<file path="src/rtl/confl_icache_pkg.sv">
package confl_icache_pkg;
  localparam int INSN_W = 48;

  typedef enum logic {
    ST_LOOKUP = 1'b0,
    ST_REFILL = 1'b1
  } icc_state_e;
endpackage

</file>
<file path="src/rtl/icc_tag_store.sv">
module icc_tag_store #(
  parameter int ADDR_W = 24,
  parameter int SETS   = 16,
  parameter int WAYS   = 2,
  parameter int INSN_W = 48
) (
  input  logic              clk,
  input  logic              rst_n,
  input  logic              flush,
  input  logic [ADDR_W-1:0] look_addr,
  input  logic              wr_en,
  input  logic [WAYS-1:0]   wr_way_oh,
  input  logic [INSN_W-1:0] wr_data,
  output logic [WAYS-1:0]   way_hit,
  output logic [WAYS-1:0]   way_valid,
  output logic [INSN_W-1:0] rd_data
);
  localparam int IDX_W = $clog2(SETS);
  localparam int TAG_W = ADDR_W - IDX_W;

  logic [IDX_W-1:0]  set_idx;
  logic [TAG_W-1:0]  tag_in;
  logic [INSN_W-1:0] way_word [WAYS];

  assign set_idx = look_addr[IDX_W-1:0];
  assign tag_in  = look_addr[ADDR_W-1:IDX_W];

  for (genvar w = 0; w < WAYS; w++) begin : g_way
    logic [SETS-1:0]   vld_q;
    logic [TAG_W-1:0]  tag_q [SETS];
    logic [INSN_W-1:0] dat_q [SETS];
    logic              wr_this;

    assign wr_this = wr_en && wr_way_oh[w] && !flush;

    always_ff @(posedge clk or negedge rst_n) begin
      if (!rst_n)       vld_q <= '0;
      else if (flush)   vld_q <= '0;
      else if (wr_this) vld_q[set_idx] <= 1'b1;
    end

    always_ff @(posedge clk) begin
      if (wr_this) begin
        tag_q[set_idx] <= tag_in;
        dat_q[set_idx] <= wr_data;
      end
    end

    assign way_valid[w] = vld_q[set_idx];
    assign way_hit[w]   = vld_q[set_idx] && (tag_q[set_idx] == tag_in);
    assign way_word[w]  = way_hit[w] ? dat_q[set_idx] : '0;
  end

  always_comb begin
    rd_data = '0;
    for (int w = 0; w < WAYS; w++) rd_data = rd_data | way_word[w];
  end
endmodule

</file>
<file path="src/rtl/icc_lru.sv">
module icc_lru #(
  parameter int SETS = 16
) (
  input  logic                    clk,
  input  logic                    rst_n,
  input  logic [$clog2(SETS)-1:0] set_idx,
  input  logic                    upd_en,
  input  logic                    upd_way,
  output logic                    victim_way
);
  logic [SETS-1:0] older_q;

  always_ff @(posedge clk or negedge rst_n) begin
    if (!rst_n)      older_q <= '0;
    else if (upd_en) older_q[set_idx] <= ~upd_way;
  end

  assign victim_way = older_q[set_idx];
endmodule

</file>
<file path="src/rtl/icc_ctrl.sv">
module icc_ctrl
  import confl_icache_pkg::*;
#(
  parameter int ADDR_W = 24
) (
  input  logic              clk,
  input  logic              rst_n,
  input  logic              fetch_valid,
  input  logic [ADDR_W-1:0] fetch_addr,
  input  logic              data_pending,
  input  logic              cache_hit,
  output logic              fetch_ready,
  output logic              stall,
  output logic              bus_fetch,
  output logic [ADDR_W-1:0] bus_addr,
  output logic              data_grant,
  output logic              serve_hit,
  output logic              refill
);
  icc_state_e        state_q;
  logic [ADDR_W-1:0] held_q;
  logic              conflict;

  assign refill      = (state_q == ST_REFILL);
  assign conflict    = !refill && fetch_valid && data_pending;
  assign serve_hit   = conflict && cache_hit;
  assign stall       = conflict && !cache_hit;
  assign bus_fetch   = refill || (!refill && fetch_valid && !data_pending);
  assign bus_addr    = refill ? held_q : fetch_addr;
  assign data_grant  = data_pending && !bus_fetch;
  assign fetch_ready = bus_fetch || serve_hit;

  always_ff @(posedge clk or negedge rst_n) begin
    if (!rst_n) begin
      state_q <= ST_LOOKUP;
      held_q  <= '0;
    end else if (stall) begin
      state_q <= ST_REFILL;
      held_q  <= fetch_addr;
    end else begin
      state_q <= ST_LOOKUP;
    end
  end
endmodule

</file>
<file path="src/rtl/confl_icache.sv">
module confl_icache
  import confl_icache_pkg::*;
#(
  parameter int ADDR_W = 24,
  parameter int SETS   = 16
) (
  input  logic              clk,
  input  logic              rst_n,
  input  logic              flush,
  input  logic              fetch_valid,
  output logic              fetch_ready,
  input  logic [ADDR_W-1:0] fetch_addr,
  input  logic              data_pending,
  output logic              data_grant,
  output logic              bus_fetch,
  output logic [ADDR_W-1:0] bus_addr,
  input  logic [INSN_W-1:0] bus_rdata,
  output logic              insn_valid,
  output logic [INSN_W-1:0] insn_word,
  output logic              hit,
  output logic              stall
);
  localparam int WAYS  = 2;
  localparam int IDX_W = $clog2(SETS);

  logic [WAYS-1:0]   way_hit, way_valid, fill_oh;
  logic [INSN_W-1:0] store_word;
  logic              serve_hit, refill, lru_victim, fill_en, lru_upd, lru_way;

  icc_ctrl #(.ADDR_W(ADDR_W)) u_ctrl (
    .clk(clk), .rst_n(rst_n), .fetch_valid(fetch_valid), .fetch_addr(fetch_addr),
    .data_pending(data_pending), .cache_hit(|way_hit), .fetch_ready(fetch_ready),
    .stall(stall), .bus_fetch(bus_fetch), .bus_addr(bus_addr),
    .data_grant(data_grant), .serve_hit(serve_hit), .refill(refill)
  );

  // victim: first empty way, otherwise the older one
  always_comb begin
    if (!way_valid[0])      fill_oh = 2'b01;
    else if (!way_valid[1]) fill_oh = 2'b10;
    else                    fill_oh = lru_victim ? 2'b10 : 2'b01;
  end

  assign fill_en = refill && !flush;
  assign lru_upd = serve_hit || fill_en;
  assign lru_way = serve_hit ? way_hit[1] : fill_oh[1];

  icc_tag_store #(.ADDR_W(ADDR_W), .SETS(SETS), .WAYS(WAYS), .INSN_W(INSN_W)) u_store (
    .clk(clk), .rst_n(rst_n), .flush(flush), .look_addr(bus_addr),
    .wr_en(fill_en), .wr_way_oh(fill_oh), .wr_data(bus_rdata),
    .way_hit(way_hit), .way_valid(way_valid), .rd_data(store_word)
  );

  icc_lru #(.SETS(SETS)) u_lru (
    .clk(clk), .rst_n(rst_n), .set_idx(bus_addr[IDX_W-1:0]),
    .upd_en(lru_upd), .upd_way(lru_way), .victim_way(lru_victim)
  );

  assign hit        = serve_hit;
  assign insn_valid = fetch_ready;
  assign insn_word  = serve_hit ? store_word : bus_rdata;
endmodule

</file>
<file path="config.mk">
export PLATFORM = sky130hd
export DESIGN_NAME = confl_icache
export DESIGN_NICKNAME = d
export VERILOG_FILES = /design/src/rtl/confl_icache_pkg.sv /design/src/rtl/icc_tag_store.sv /design/src/rtl/icc_lru.sv /design/src/rtl/icc_ctrl.sv /design/src/rtl/confl_icache.sv
export SDC_FILE = /design/constraint.sdc
export NUM_CORES = 2
export LEC_CHECK = 0
export BUFFER_PORTS_ARGS = -buffer_cell sky130_fd_sc_hd__buf_2
export CAP_MARGIN = 20
export CORE_ASPECT_RATIO = 0.7
export CORE_UTILIZATION = 55
export CTS_CLUSTER_DIAMETER = 100
export CTS_CLUSTER_SIZE = 20
export DETAILED_ROUTE_END_ITERATION = 16
export GPL_TIMING_DRIVEN = 0
export PLACE_DENSITY = 0.7
export SLEW_MARGIN = 15
export SYNTH_ARGS = -nofsm -noshare
export SYNTH_HDL_FRONTEND = slang
export SYNTH_SLANG_ARGS = --single-unit
</file>
<file path="constraint.sdc">
create_clock -name clk -period 13.6 [get_ports clk]
set_input_delay 3.4 -clock clk [delete_from_list [all_inputs] [get_ports clk]]
set_output_delay 3.4 -clock clk [all_outputs]
set_load 0.03 [all_outputs]
</file>
* Word-level counts from Yosys, hierarchy flattened
Memories as Yosys holds them, arrays and structs flattened.
Index checks and enable logic that the tools add are counted.
W data, S select, Z words.
** Storage, ports and cells
- Memories :: 4
- Flip-flop bits (word level) :: 73
- Bits in writable memories :: 2176
- Word-level logic and storage cells :: 68
** Operators by class
- $lt $le $gt $ge :: 2
- Reductions and logical operators :: 25
- Equal/unequal tests :: 2
- Bitwise operators :: 4
- Multiplexer cells :: 26
** Memories
- u_store.g_way[0].dat_q :: words 16, width 48, read ports 1, clocked after Yosys merged registers in 0, write ports 1, line icc_tag_store.sv:31 : logic [INSN_W-1:0] dat_q [SETS];
- u_store.g_way[1].dat_q :: words 16, width 48, read ports 1, clocked after Yosys merged registers in 0, write ports 1, line icc_tag_store.sv:31
- u_store.g_way[0].tag_q :: words 16, width 20, read ports 1, clocked after Yosys merged registers in 0, write ports 1, line icc_tag_store.sv:30 : logic [TAG_W-1:0] tag_q [SETS];
- u_store.g_way[1].tag_q :: words 16, width 20, read ports 1, clocked after Yosys merged registers in 0, write ports 1, line icc_tag_store.sv:30
** Operator list (count)
- $mux W48 :: 3
- $mux W16 :: 4
- $or A48 B48 Y48 :: 1
- $eq A20 B20 Y1 :: 2
- $or A16 B16 Y16 :: 2
- $mux W24 :: 1
- $bwmux W16 :: 1
- $logic_and A1 B1 Y1 :: 14
- $bmux W1 S4 :: 3
- $mux W1 :: 10
- $mux W2 :: 3
- $logic_not A1 Y1 :: 5
- $lt A4 B5 Y1 const B :: 1
- $demux W1 S4 :: 1
- $ge A4 B1 Y1 const B :: 1
- $reduce_bool A2 Y1 :: 2
- $logic_or A1 B1 Y1 :: 3
- $reduce_or A2 Y1 :: 1
- $not A1 Y1 :: 1

* Depth between registers and ports, before layout
- Depth in word-level cells :: 10
- Depth in mapped cells :: 18
- Gate-level depth less buffers :: 11

* Cells and area by module
From an unflattened synthesis, not the netlist that was laid out.
** Second synthesis, totals
- Cell total of the unflattened synthesis :: 3868
- Area, all modules :: 88396.0 um^2
** By module, submodules not included
- icc_tag_store :: sequential area each 66143.4 um^2, area each 85300.6 um^2, instances 1, cells an instance 3645
- icc_ctrl :: sequential area each 625.6 um^2, area each 1372.6 um^2, instances 1, cells an instance 86
- confl_icache :: sequential area each 0.0 um^2, area each 889.6 um^2, instances 1, cells an instance 63
- icc_lru :: sequential area each 400.4 um^2, area each 833.3 um^2, instances 1, cells an instance 74

* Worst setup path after synthesis
Ideal clock, no wire load.
- Kind :: input -> register
- Start point :: input fetch_addr[0]
- End point :: memory u_store.g_way[0].dat_q[14][0], enable pin
- Stages :: 11
- Required time :: 13.020 ns
- Path slack :: 2.974 ns
- Setup time :: 0.580 ns
- Arrival time :: 10.046 ns
- Cells stage by stage :: mux2i_4 -> inv_6 -> buf_4 -> buf_2 -> mux4_2 -> a22oi_1 -> nand3_1 -> and2_1 -> nand2b_1 -> clkbuf_1 -> nor3_1
** Between the ends
- Word-level cells in the longest chain between the ends :: 10
- Elaborated cells between the ends (all ways) :: 14
- Those cells by class :: mux (12); reduce/logical (2)
** RTL lines
- from (decl) :: line confl_icache.sv:12 : input logic [ADDR_W-1:0] fetch_addr,
- $mux W24 * :: line icc_ctrl.sv:29 : assign bus_addr = refill ? held_q : fetch_addr;
- $bmux W1 S4 :: line icc_lru.sv:18 : assign victim_way = older_q[set_idx];
- $mux W1 (not written as such) :: line icc_lru.sv:18
- $mux W2 :: line confl_icache.sv:41 : else fill_oh = lru_victim ? 2'b10 : 2'b01;
- $mux W2 :: line confl_icache.sv:40 : else if (!way_valid[1]) fill_oh = 2'b10;
- $mux W2 :: line confl_icache.sv:39 : if (!way_valid[0]) fill_oh = 2'b01;
- $logic_and A1 B1 Y1 (2 in series) :: line icc_tag_store.sv:34 : assign wr_this = wr_en && wr_way_oh[w] && !flush;
- $mux W1 :: line icc_tag_store.sv:43 : if (wr_this) begin
- $mux W1 (not written as such) :: line icc_tag_store.sv:45 : dat_q[set_idx] <= wr_data;
- to (decl) :: line icc_tag_store.sv:31
Every way passes the cells marked *; elsewhere a longest branch is shown, timed or not. The select of a mux whose other input is x is not followed.

* Final worst setup path
- Start point :: input fetch_addr[2]
- End point :: output insn_word[46]
** Between the ends
- Word-level cells in the longest chain between the ends :: 7
- Elaborated cells between the ends (all ways) :: 19
- Those cells by class :: eq/ne (2); mux (8); bitwise (1); reduce/logical (4); memory (4)
** RTL lines
- $mux W24 * :: line icc_ctrl.sv:29
- $mem_v2 Z16 W20 / $bmux W1 S4 (equally long branches)
- $eq A20 B20 Y1 / $mux W1 (equally long branches) :: line icc_tag_store.sv:50 : assign way_hit[w] = vld_q[set_idx] && (tag_q[set_idx] == tag_in);
- $logic_and A1 B1 Y1 :: line icc_tag_store.sv:50
- $mux W48 / $reduce_or A2 Y1 (equally long branches) :: line icc_tag_store.sv:51, confl_icache.sv:32
- $or A48 B48 Y48 / $logic_and A1 B1 Y1 (equally long branches) :: line icc_tag_store.sv:56, icc_ctrl.sv:26
- $mux W48 * :: line confl_icache.sv:61 : assign insn_word = serve_hit ? store_word : bus_rdata;
- to (decl) :: line confl_icache.sv:19 : output logic [INSN_W-1:0] insn_word,
Marks and branches as above.

==> impl_metrics.env <==
export IMPL_clk_latency_ps=820
export IMPL_ctsHtreeMaxLevel=4
export IMPL_power_mw=13.4
export IMPL_synth_area_leaders="edfxtp_1 74%, nand2_1 6.8%, nand3_1 4.4%"
export IMPL_rows=123
export IMPL_dp_slack_ps=439
export IMPL_clk_path_buf_depth=3
export IMPL_placed_cell_area_sq_um=95200
export IMPL_path_class="input port to output port"
export IMPL_synth_common_cells="2176 x edfxtp_1, 1605 x nand2_1, 788 x nand3_1"
export IMPL_status="finished, final reports clean"
export IMPL_p_seq_share_pct=57.5
export IMPL_gp_congestion=0.934
export IMPL_totalWireLength_microns=281000
export IMPL_detail_route_antenna_nets=0
export IMPL_rsz0062_at_grt="no"
export IMPL_cap_violations=0
export IMPL_end_kind="output port"
export IMPL_whs_endpoint="u_ctrl.held_q[8]"
export IMPL_vdd_drop_max_mv=0.127
export IMPL_layout_setup_ws_ps=273
export IMPL_initial_core_util_pct=55.4
export IMPL_cp_startpoint="fetch_addr[2]"
export IMPL_ys_seq_area_share_pct=75.6
export IMPL_fp_coreArea_sq_um=161000
export IMPL_comb_power_share_pct=12.6
export IMPL_clockRootBuffer="clkbuf_16"
export IMPL_nNetsFinal=6913
export IMPL_r2r_end="u_ctrl.held_q[9]"
export IMPL_maxSlewHeadroom_pct=15.0
export IMPL_setup_violations=0
export IMPL_utilization_pct=61.7
export IMPL_period_share_pct=98.0
export IMPL_drt_initial_drc_count=10500
export IMPL_netSwitchingPower_mw=3.48
export IMPL_hold_path_class="flop to flop"
export IMPL_slew_violations=0
export IMPL_min_delay_start="u_ctrl.held_q[8]"
export IMPL_drc=0
export IMPL_rrSetupSlack_ps=7000
export IMPL_avgSynthCellArea_sq_um=13.9
export IMPL_worst_slew_pin_slew_ps=1280
export IMPL_wl_per_cell_microns=31.2
export IMPL_synth_most_common_cell="edfxtp_1"
export IMPL_r2r_start="u_ctrl.refill"
export IMPL_worstPathArrival_ps=9930
export IMPL_grt_usage_pct=34.2
export IMPL_first_pass_iters=8
export IMPL_synth_async_reset_ratio_pct=3.25
export IMPL_finish_instance_area_sq_um=99000
export IMPL_antenna_found_initial=18
export IMPL_netlist_area_sq_um=88900
export IMPL_p_int_mw=9.89
export IMPL_reg2reg_depth=14
export IMPL_synth_ff_type="edfxtp_1"
export IMPL_synth_enable_flop_cells=2176
export IMPL_drive_above_1_share_pct=9.38
export IMPL_yosysWarningCount=0
export IMPL_area_growth_pct=11.4
export IMPL_port_buffers=153
export IMPL_max_freq_ghz=0.0750
export IMPL_clockPowerShare_pct=29.9
export IMPL_tns_ps=0
export IMPL_via_count=60300
export IMPL_dp_hpwl_microns=195000
export IMPL_p_leak_nw=32.8
export IMPL_cts_setup_buffers=0
export IMPL_clk_pin_slew_worst_paths_ps=90
export IMPL_p_sw_share_pct=26.1
export IMPL_ys_seq_elements=2249
export IMPL_grt_overflow=0
export IMPL_cts_sinks=2249
export IMPL_die_h_microns=338
export IMPL_min_path_cells=1
export IMPL_io_pins=155
export IMPL_synth_nets=6478
export IMPL_yosysTopAreaCell="edfxtp_1"
export IMPL_crit_path_start_kind="input port"
export IMPL_syn_inst=6401
export IMPL_synth_cell_type_count=67
export IMPL_grt_max_degree=48
export IMPL_dieArea_sq_um=163000
export IMPL_hold_viol=0
export IMPL_cts_buffers=130
export IMPL_cts_tree="built"
export IMPL_grt_pass1_vias=56000
export IMPL_timing_final_crit_period_ps=13330
export IMPL_die_w_microns=482
export IMPL_skew_ps=29.6
export IMPL_synth_top_cell_area_share_pct=73.5
export IMPL_grt_pass1_wl_microns=397000
export IMPL_worstPathRequired_ps=10200
export IMPL_routed_via_density=6.69
export IMPL_cellPowerDensity_nw_per_um2=135
export IMPL_cp_max_fo=10
critical path, cell delays in order:
cell and delay [ps]:
buf_2 120, mux2i_4 610, inv_2 300, nand2_1 700, a41oi_1 170, a2111oi_0 520
xnor2_1 210, o2111ai_1 520, or4_4 620, nor3_2 860, buf_2 570, buf_2 340
a22oi_1 110, o2bb2ai_1 540, buf_2 310
state kept, by name (all words and copies together) (netlist names):
name / flops
u_store.g_way.vld_q: 32
u_store.g_way.tag_q: 640
u_store.g_way.dat_q: 1536
u_ctrl.held_q: 24
u_lru.older_q: 16
u_ctrl.refill: 1
cell type report:
type / instances / area, sq um
Antenna cell: 10 / 25.0
Buffer: 451 / 1830
Clock buffer: 151 / 3420
Clock inverter: 13 / 149
Fill cell: 11800 / 61500
Inverter: 22 / 87.6
Multi-Input combinational cell: 3679 / 20100
Sequential cell: 2249 / 67200
Tap cell: 2125 / 2660
Timing Repair Buffer: 303 / 3620
cells in the final DEF, fill, tap and decap left out, types with 73 or more instances in the layout:
cell / instances
nand3_1: 788
and3_1: 97
dfrtp_1: 73
edfxtp_1: 2176
a31oi_1: 100
buf_12: 82
a21o_1: 119
o22ai_1: 159
nand2_1: 1605
nor2_1: 80
a311oi_1: 192
buf_2: 204
clkbuf_16: 134
clkbuf_1: 338
per-stage QoR:
step | hold slack (ps) | cells
floorplan | 452 | 6401
global placement | 462 | 8679
detailed placement | 473 | 8815
CTS | 493 | 8979
global route | 504 | 8997
finish | 490 | 9003
power groups by stage:
| stage | sequential [mW] | combinational [mW] | clock [mW] |
|---|---|---|---|
| floorplan | 7.84 | 0.851 | 0 |
| finish | 7.69 | 1.69 | 4.00 |
| global placement | 7.85 | 1.52 | 0 |
| CTS | 7.69 | 1.60 | 3.99 |
| detailed placement | 7.84 | 1.59 | 0 |
| global route | 7.69 | 1.75 | 4.20 |
metal layers:
layer  vias to the layer above  global-route usage, %  share of wire [%]
li1                      24900                      -                  -
met1                     29900                   51.2                 39
met2                      4965                   46.5                 41
met3                       479                   12.5                 17
met4                         8                   10.6                3.0
met5                         -                  0.882              0.092
how the worst max path moves through the flow:
stage,to,slack [ps],depth (start not counted)
2_1_floorplan,u_store.g_way[0].dat_q[14][0],2970,11
3_3_place_gp,u_store.g_way[0].dat_q[14][24],-5020,11
3_5_place_dp,insn_word[46],440,16
4_1_cts,insn_word[46],410,17
5_1_grt,insn_word[40],330,17
6_report,insn_word[46],270,15
repair_timing:
item,CTS,global route
hold buffers,0,0
endpoints found under the setup margin,0,2
gates resized for setup,0,1
cells by family after synthesis:
kind of cell    count (synthesis)  share of synthesized area (%)
buf+inv                       473                           2.13
compound gates                872                           7.21
flops                        2249                           75.6
mux                           109                           1.88
xor+xnor                       26                          0.256
simple gates                 2672                           12.9
No activity file was read; power rests on OpenSTA's default activity.
